[src/rtl/flag_alu.sv]
module flag_alu #(
  parameter int W = 32
) (
  input  logic [W-1:0] a_i,
  input  logic [W-1:0] b_i,
  input  logic [1:0]   op_i,
  output logic [W-1:0] res_o,
  output logic         zero_o,
  output logic         carry_o,
  output logic         ovf_o,
  output logic         neg_o
);

  localparam int MSB = W - 1;

  logic [W-1:0] b_x;
  logic [W-1:0] sum;
  logic [W-1:0] logic_r;
  logic [W:0]   cy;

  assign b_x   = b_i ^ {W{op_i[0]}};
  assign cy[0] = op_i[0];

  for (genvar i = 0; i < W; i++) begin : g_fa
    assign sum[i]  = a_i[i] ^ b_x[i] ^ cy[i];
    assign cy[i+1] = (a_i[i] & b_x[i]) | (cy[i] & (a_i[i] ^ b_x[i]));
  end

  assign logic_r = op_i[0] ? (a_i | b_i) : (a_i & b_i);
  assign res_o   = op_i[1] ? sum : logic_r;

  assign carry_o = cy[W];
  assign ovf_o   = (~a_i[MSB] & ~b_x[MSB] &  sum[MSB]) |
                   ( a_i[MSB] &  b_x[MSB] & ~sum[MSB]);
  assign neg_o   = res_o[MSB];
  assign zero_o  = ~|res_o;

  always_comb begin
    if (op_i == 2'b00) AST_AND_RESULT: assert (res_o == (a_i & b_i));
    if (op_i == 2'b01) AST_OR_RESULT: assert (res_o == (a_i | b_i));
    if (op_i == 2'b10) AST_ADD_SUM: assert ({carry_o, res_o} == ({1'b0, a_i} + {1'b0, b_i}));
    if (op_i == 2'b11) AST_SUB_DIFF: assert (res_o == a_i - b_i);
    if (op_i == 2'b11) AST_SUB_NO_BORROW: assert (carry_o == (a_i >= b_i));
    if (op_i == 2'b10) AST_ADD_OVERFLOW: assert (ovf_o == ((a_i[MSB] == b_i[MSB]) && (res_o[MSB] != a_i[MSB])));
    if (op_i == 2'b11) AST_SUB_OVERFLOW: assert (ovf_o == ((a_i[MSB] != b_i[MSB]) && (res_o[MSB] != a_i[MSB])));
    AST_NEG_SIGN: assert (neg_o == ($signed(res_o) < 0));
    AST_ZERO_FLAG: assert (zero_o == (res_o == '0));
  end

endmodule

[config.mk]
export PLATFORM = sky130hd
export DESIGN_NAME = flag_alu
export DESIGN_NICKNAME = d
export VERILOG_FILES = /design/src/rtl/flag_alu.sv
export SDC_FILE = /design/constraint.sdc
export NUM_CORES = 1
export LEC_CHECK = 0
export BUFFER_PORTS_ARGS = -buffer_cell sky130_fd_sc_hd__buf_2
export CAP_MARGIN = 20
export CORE_AREA = 2 2 64 66
export DETAILED_ROUTE_END_ITERATION = 10
export DIE_AREA = 0 0 66 68
export PLACE_DENSITY = 0.87
export SETUP_SLACK_MARGIN = 0.1
export SLEW_MARGIN = 20
export SYNTH_ARGS = -nofsm -noshare
export SYNTH_HDL_FRONTEND = slang
export SYNTH_SLANG_ARGS = --single-unit
[constraint.sdc]
create_clock -name vclk -period 44.8
set_clock_uncertainty 0.05 [all_clocks]
set_input_delay 0 -clock vclk [all_inputs]
set_output_delay 0 -clock vclk [all_outputs]
set_load 0.02 [all_outputs]
# Yosys cells after proc, flatten, opt, wreduce, memory -nomap -nowiden

Index checks and enable logic that the tools add are counted.

Register bits: 0
Input bits: 66
Word-level logic and storage cells: 174
Output and inout port bits: 36

Reductions and logical operators: 2
Mux-type cells: 2
Bitwise logic cells: 170

Operator list:

| kind                | count |
|---|---|
| 1-bit bitwise AND   | 67 |
| 32-bit two-way mux  | 2 |
| 1-bit XOR           | 64 |
| 1-bit OR            | 33 |
| 32-bit bitwise AND  | 1 |
| 32-bit OR           | 1 |
| 32-bit OR reduction | 1 |
| 32-bit XOR          | 1 |
| 1-bit NOT           | 3 |
| 1-bit logical NOT   | 1 |

# Depth between registers and ports, before layout

Gate-level depths: netlist (run 1).

Depth in word-level cells: 68
Depth in mapped cells: 43

# Least setup slack after synthesis (run 1)

Ideal clock, no wire load.

Kind: input to output
Start point: in op_i[0]
End point: out zero_o
Slack: 29921 ps
Cell stages on the path: 43
Buffers on the path: 3
Arrival time: 14829 ps
Data required time: 44750 ps
Cells stage by stage: buf_6 > clkbuf_1 > buf_2 > mux2i_1 > fa_1 > fa_1 > fa_1 > fa_1 > fa_1 > fa_1 > fa_1 > fa_1 > fa_1 > fa_1 > fa_1 > fa_1 > fa_1 > fa_1 > [... 7 more ...] > fa_1 > fa_1 > fa_1 > fa_1 > fa_1 > fa_1 > inv_1 > fa_1 > inv_1 > fa_1 > fa_1 > inv_1 > fa_1 > nand2_1 > o31ai_1 > nor4_1 > nand2_1 > nor4_2

Longest elaborated chain between the ends: 68
Elaborated cells on any way between the ends: 162

Ends and longest elaborated chain:

| item                  | line | text |
|---|---|---|
| start: declaration    | 6    | `input logic [1:0] op_i,` |
| 32-bit XOR            | 21   | `assign b_x = b_i ^ {W{op_i[0]}};` |
| 1-bit XOR             | 26   | `assign cy[i+1] = (a_i[i] & b_x[i]) \| (cy[i] & (a_i[i] ^ b_x[i]));` |
| 1-bit bitwise AND     | 26   |  |
| 1-bit OR              | 26   |  |
| 1-bit bitwise AND     | 26   |  |
| 1-bit OR              | 26   |  |
| 1-bit bitwise AND     | 26   |  |
| 1-bit OR              | 26   |  |
| [... 53 more ...]     | --   |  |
| 1-bit OR              | 26   |  |
| 1-bit bitwise AND     | 26   |  |
| 1-bit OR              | 26   |  |
| 1-bit XOR             | 25   | `assign sum[i] = a_i[i] ^ b_x[i] ^ cy[i];` |
| 32-bit two-way mux *  | 30   | `assign res_o = op_i[1] ? sum : logic_r;` |
| net neg_o             | 11   | `output logic neg_o` |
| 32-bit OR reduction * | 36   | `assign zero_o = ~\|res_o;` |
| 1-bit logical NOT *   | 36   |  |
| end: declaration      | 8    | `output logic zero_o,` |

Mark *: on every way through the listed nets, which the timed path passes. The rest lies on a longest branch.

# Worst setup path in the final report (run 1)

Start point: in op_i[0]
End point: out zero_o

Longest elaborated chain between the ends: 68
Elaborated cells on any way between the ends: 162

Ends and longest elaborated chain:

| item                  | line |
|---|---|
| 32-bit XOR            | 21 |
| 1-bit XOR             | 25, 26 |
| 1-bit bitwise AND     | 26 |
| 1-bit OR              | 26 |
| 1-bit bitwise AND     | 26 |
| 1-bit OR              | 26 |
| 1-bit bitwise AND     | 26 |
| 1-bit OR              | 26 |
| [... 52 more ...]     | -- |
| 1-bit bitwise AND     | 26 |
| 1-bit OR              | 26 |
| 1-bit bitwise AND     | 26 |
| 1-bit OR              | 26 |
| 1-bit XOR             | 25 |
| 32-bit two-way mux *  | 30 |
| 32-bit OR reduction * | 36 |
| 1-bit logical NOT *   | 36 |

Every way passes the cells marked *; elsewhere a longest branch is shown, timed or not.

==> results.json, run 1 <==
{
  "hp-start": "a_i[0]",
  "max_cap_viol_count": 0,
  "place_inst": 364,
  "fmax_mhz": 66.8,
  "finalHoldViolations": 0,
  "synth_area_sq_um": 1840,
  "cp_common_cell": "fa_1",
  "dieHeight_um": 68,
  "vias_per_cell": 5.35,
  "grt_overflow": 0,
  "p_clk_frac": 0,
  "hold_path.class": "input pin to output port",
  "timing.final.crit_share": 0.334,
  "relSlewSlack": 0.513,
  "fill_cells": 383,
  "synthDistinctLibCells": 31,
  "design_area_sq_um": 2350,
  "grt_pass1_wl_um": 7780,
  "wirelength_um": 4850,
  "p_int_mw": 0.0175,
  "cp-start-kind": "input pin",
  "vdd_drop_max_uv": 12.8,
  "antenna_left": 0,
  "slew_viol_final": 0,
  "post_cts_buffers": 0,
  "start_util": 0.477,
  "slowest_delay_ns": 0.61,
  "syn2layout_area_growth_pct": 27.6,
  "drc_errors": 0,
  "final_util": 0.608,
  "power_density_nw_per_um2": 18.4,
  "first_global_vias": 1886,
  "num_rows": 23,
  "layout_min_cycle_time_ns": 14.97,
  "grt_max_degree": 59,
  "dieArea_sq_um": 4490,
  "holdPathEnd": "res_o[0]",
  "avgSynthCellArea_sq_um": 8.17,
  "fin_cells": 364,
  "cts_hold_buf": 0,
  "hold_path_depth": 5,
  "syn-num-nets": 324,
  "rsz0062_at_grt": "no",
  "place_area_sq_um": 2350,
  "total_power_mw": 0.0431,
  "ff_latch_area_sq_um": 0,
  "fin_tns_setup_ns": 0,
  "arrival_ns": 14.92,
  "track_usage": 0.213,
  "die_w_um": 66,
  "p_leak_nw": 1.13,
  "cp.required_ns": 44.75,
  "flops_and_latches": 0,
  "setup_viol": 0,
  "n_antenna_cell": 0,
  "wl_per_cell_um": 13.3,
  "p_seq_frac": 0,
  "clock_buffer_count": 0,
  "firstDrtPassIters": 4,
  "via_count": 1947,
  "worstMarginPinSlew_ns": 0.730,
  "status": "completed",
  "ys_seq_area_frac": 0,
  "combinationalPowerShare": 1.000,
  "crit_slowest_cell": "buf_4",
  "cp-end-kind": "output port",
  "drtIter0Drc": 62,
  "ios": 102,
  "antenna_found_initial": 0,
  "ys_warn_count": 0,
  "cts_resized": 0,
  "crit_fanout": 58,
  "nets": 415,
  "place.gp.congestion": 0.824,
  "sw_frac_of_total": 0.595,
  "worstSetupPathType": "input pin to output port",
  "p_switching_mw": 0.0257,
  "layout-drive-gt1-share": 0.363,
  "port_buffers": 102,
  "core_area_sq_um": 3860,
  "synth_cells": 225,
  "dp_hpwl_um": 4060
}
## area by class of cell
| class | instances | area [sq um] | share of cell area |
|---|---|---|---|
| Multi-Input combinational cell | 176 | 1630 | 0.697 |
| Tap cell | 50 | 62.6 | 0.0267 |
| Timing Repair Buffer | 103 | 518 | 0.221 |
| Inverter | 35 | 131 | 0.0560 |
## Yosys cell counts
| cell type | count | share of area |
|---|---|---|
| a211oi_1 | 1 | 0.0041 |
| a21oi_1 | 24 | 0.065 |
| buf_1 | 1 | 0.0020 |
| buf_2 | 7 | 0.019 |
| buf_4 | 1 | 0.0041 |
| buf_6 | 1 | 0.0061 |
| clkbuf_1 | 4 | 0.0082 |
| fa_1 | 31 | 0.34 |
| ha_1 | 2 | 0.014 |
| inv_1 | 34 | 0.069 |
| inv_2 | 1 | 0.0020 |
| maj3_1 | 1 | 0.0054 |
| maj3_2 | 6 | 0.037 |
| mux2_2 | 1 | 0.0061 |
| mux2i_1 | 1 | 0.0054 |
| nand2_1 | 10 | 0.020 |
| nand3_1 | 1 | 0.0027 |
| nand4_1 | 1 | 0.0034 |
| nor2_1 | 3 | 0.0061 |
| nor4_1 | 6 | 0.020 |
| nor4_2 | 1 | 0.0068 |
| o21ai_0 | 6 | 0.016 |
| o21ai_1 | 1 | 0.0027 |
| o21ai_2 | 1 | 0.0048 |
| o21bai_1 | 22 | 0.090 |
| o22ai_1 | 22 | 0.075 |
| o31ai_1 | 2 | 0.0082 |
| or4_1 | 1 | 0.0041 |
| or4_4 | 1 | 0.0061 |
| xnor2_1 | 29 | 0.14 |
| xor2_1 | 2 | 0.0095 |
## placed cells by master, fill, tap and decap left out, types with 10 or more instances in the layout
cell type	Yosys	final
buf_2	7	102
inv_1	34	34
fa_1	31	31
xnor2_1	29	29
a21oi_1	24	24
o21bai_1	22	22
o22ai_1	22	22
nand2_1	10	10
## kinds of logic (layout without fill, tap and decap cells)
| logic type | after synthesis | count (layout) | synth area share |
|---|---|---|---|
| xor gates and xnor gates | 31 | 31 | 0.148 |
| muxes | 2 | 2 | 0.0116 |
| and+or+nand+nor | 24 | 24 | 0.0701 |
| adders and majority gates | 40 | 40 | 0.393 |
| AOI/OAI and AO/OA | 79 | 79 | 0.266 |
| buffers and inverters | 49 | 138 | 0.111 |
## how the worst max path moves through the flow
stage | startpoint | endpoint | slack, ns
2_1_floorplan | op_i[0] | zero_o | 29.92
3_3_place_gp | op_i[0] | zero_o | 30.03
3_5_place_dp | op_i[0] | zero_o | 29.75
4_1_cts | op_i[0] | zero_o | 29.69
5_1_grt | op_i[0] | zero_o | 29.18
6_report | op_i[0] | zero_o | 29.83
## per-layer routing
metal,part of all wire,global-route usage
met2,0.51,0.412
met4,0.0043,0.0153
met1,0.41,0.261
met3,0.079,0.0329
met5,0,0
## power by group through the flow
stage	sequential [mW]	clock, mW	combinational (mW)
2_1_floorplan	0	0	0.0294
3_3_place_gp	0	0	0.0420
3_5_place_dp	0	0	0.0434
4_1_cts	0	0	0.0437
5_1_grt	0	0	0.0481
6_report	0	0	0.0431
## critical path, delay by kind of cell
kind	cells	cell delay, ns
fa+ha+maj	30	12.56
buf+inv	6	1.21
simple gates	4	0.83
xor+xnor	1	0.19
compound gates	1	0.11
## per-stage QoR
step           hold WS (ns)  setup slack (ns)
6_report              0.402             29.83
5_1_grt               0.424             29.18
4_1_cts               0.402             29.69
3_5_place_dp          0.402             29.75
3_3_place_gp          0.387             30.03
2_1_floorplan         0.149             29.92
(Power assumes the default switching activity.)
==> inputs of run 2 (changes only) <==
Settings changed: CORE_AREA 2 2 64 66 to 2 2 69 71, DIE_AREA 0 0 66 68 to 0 0 71 73, PLACE_DENSITY 0.87 to 0.79.
Clock period 44.8 ns to 12.23 ns, I/O delays scaled along.
==> run 2 against run 1 <==
- the flow now finishes with violations (negative setup slack)
- core utilization decreased by 3.3 points
- power increased to 4.3 times the previous value
- cell count increased by 3.6%
- via count increased by 2.2%
- design area increased by 11%
- critical path depth unchanged
- setup slack got worse by 30 ns
- combinational power increased to 4.3 times the previous value
- sequential share of layout area unchanged
- clock-buffer cell count unchanged
- non-clock buffer count increased by 9
- largest power group unchanged
==> results.json, run 2 (synthesized netlist as in run 1, its figures left out) <==
{
  "place_inst": 375,
  "die_w_um": 71,
  "wl_per_cell_um": 14.0,
  "cp_common_cell": "fa_2",
  "slowest_delay_ns": 0.42,
  "power_density_nw_per_um2": 70.6,
  "crit_slowest_cell": "fa_1",
  "clock_buffer_count": 0,
  "worstMarginPinSlew_ns": 0.640,
  "n_antenna_cell": 0,
  "core_area_sq_um": 4540,
  "fill_cells": 417,
  "ios": 102,
  "cp-start-kind": "input pin",
  "drc_errors": 0,
  "antenna_found_initial": 0,
  "hold_path_depth": 3,
  "hold_path.class": "input pin to output port",
  "drtIter0Drc": 66,
  "firstDrtPassIters": 4,
  "syn2layout_area_growth_pct": 41.9,
  "crit_fanout": 2,
  "p_leak_nw": 1.18,
  "rsz0062_at_grt": "yes",
  "crit_family": "adder cells",
  "antenna_left": 0,
  "finalHoldViolations": 0,
  "cp-end-kind": "output port",
  "crit_end": "zero_o",
  "num_rows": 25,
  "violations": "negative setup slack",
  "fin_cells": 377,
  "start_util": 0.405,
  "via_count": 1989,
  "multi_input_area_sq_um": 1770,
  "track_usage": 0.197,
  "arrival_ns": 12.84,
  "status": "finished, violations left",
  "place.gp.congestion": 0.818,
  "fmax_mhz": 77.6,
  "cp.required_ns": 12.18,
  "port_buffers": 102,
  "flops_and_latches": 0,
  "cp.buffers_inverters": 5,
  "dieHeight_um": 73,
  "vdd_drop_max_uv": 43.0,
  "first_global_vias": 1927,
  "crit_cells": 42,
  "layout-drive-gt1-share": 0.502,
  "grt_pass1_wl_um": 8470,
  "layout_min_cycle_time_ns": 12.89,
  "final_cell_mix": "buf_2, inv_1, fa_2, xnor2_1, a21oi_1",
  "vias_per_cell": 5.28,
  "ff_latch_area_sq_um": 0,
  "max_cap_viol_count": 0,
  "fin_ws_ns": -0.662,
  "grt_max_degree": 38,
  "whs_ns": 0.406,
  "timing.final.crit_share": 1.05,
  "nets": 424,
  "dieArea_sq_um": 5180,
  "final_common_cell": "buf_2",
  "wirelength_um": 5290,
  "slew_viol_final": 0,
  "setup_viol": 4,
  "worstSetupPathType": "input pin to output port",
  "relSlewSlack": 0.573,
  "dp_hpwl_um": 4370,
  "grt_overflow": 0,
  "crit_start": "b_i[0]"
}
-- run 2: cell types whose count changed in the layout (fill, tap and decap cells not counted), moves of 3 or more --
cell   delta
buf_6     +9
buf_4     +8
fa_1     -30
buf_2     -8
inv_1     -3
inv_2     +3
fa_2     +30
-- run 2: cell type report --
type | instances | area share
inverter | 35 | 0.0504
tap | 54 | 0.0259
timing repair buffer | 112 | 0.245
multi-input combinational | 176 | 0.679
-- run 2: power by group --
| part | switching (mW) | internal (mW) | total (mW) | leakage, nW |
|---|---|---|---|---|
| logic | 0.103 | 0.0814 | 0.184 | 1.18 |
| registers | 0 | 0 | 0 | 0 |
| clock network | 0 | 0 | 0 | 0 |
| total | 0.103 | 0.0814 | 0.184 | 1.18 |
-- run 2: through the flow --
stage	TNS, ns	area (sq um)	setup slack, ns	total power, mW	util
after floorplan	-0.726	1960	-0.581	0.116	-
after global placement	-0.952	2510	-0.644	0.167	0.553
after global routing	-3.48	2610	-1.05	0.204	0.575
after CTS	-2.01	2560	-0.812	0.180	0.564
final	-1.78	2610	-0.662	0.184	0.575
after detailed placement	-1.85	2510	-0.856	0.174	0.553
-- run 2: layer usage --
layer | global-route usage | vias up | routed length (um)
met3 | 0.0138 | 4 | 276
met2 | 0.370 | 66 | 2790
met4 | 0.0126 | 0 | 31
met5 | 0 | - | 0
li1 | - | 964 | -
met1 | 0.261 | 955 | 2190
-- run 2: tightest hold or removal path: cells and delay by family --
family,cells,cell delay [ns]
adder cells (fa/ha/maj),1,0.20
buffers and inverters,2,0.26
-- run 2: worst min path at each step --
| stage | startpoint | end |
|---|---|---|
| final | a_i[31] | carry_o |
| after CTS | a_i[28] | res_o[28] |
| after floorplan | op_i[1] | res_o[18] |
| after detailed placement | a_i[28] | res_o[28] |
| after global routing | a_i[31] | carry_o |
| after global placement | a_i[2] | res_o[2] |
-- run 2: repair_timing --
| item | CTS | global route |
|---|---|---|
| hold endpoints to repair | 0 | 0 |
| gates resized for setup | 15 | 8 |
| setup endpoints to repair | 5 | 6 |
| pin swaps | 0 | 1 |
| gates cloned | 0 | 0 |
| hold buffers | 0 | 0 |
| setup buffers | 1 | 1 |
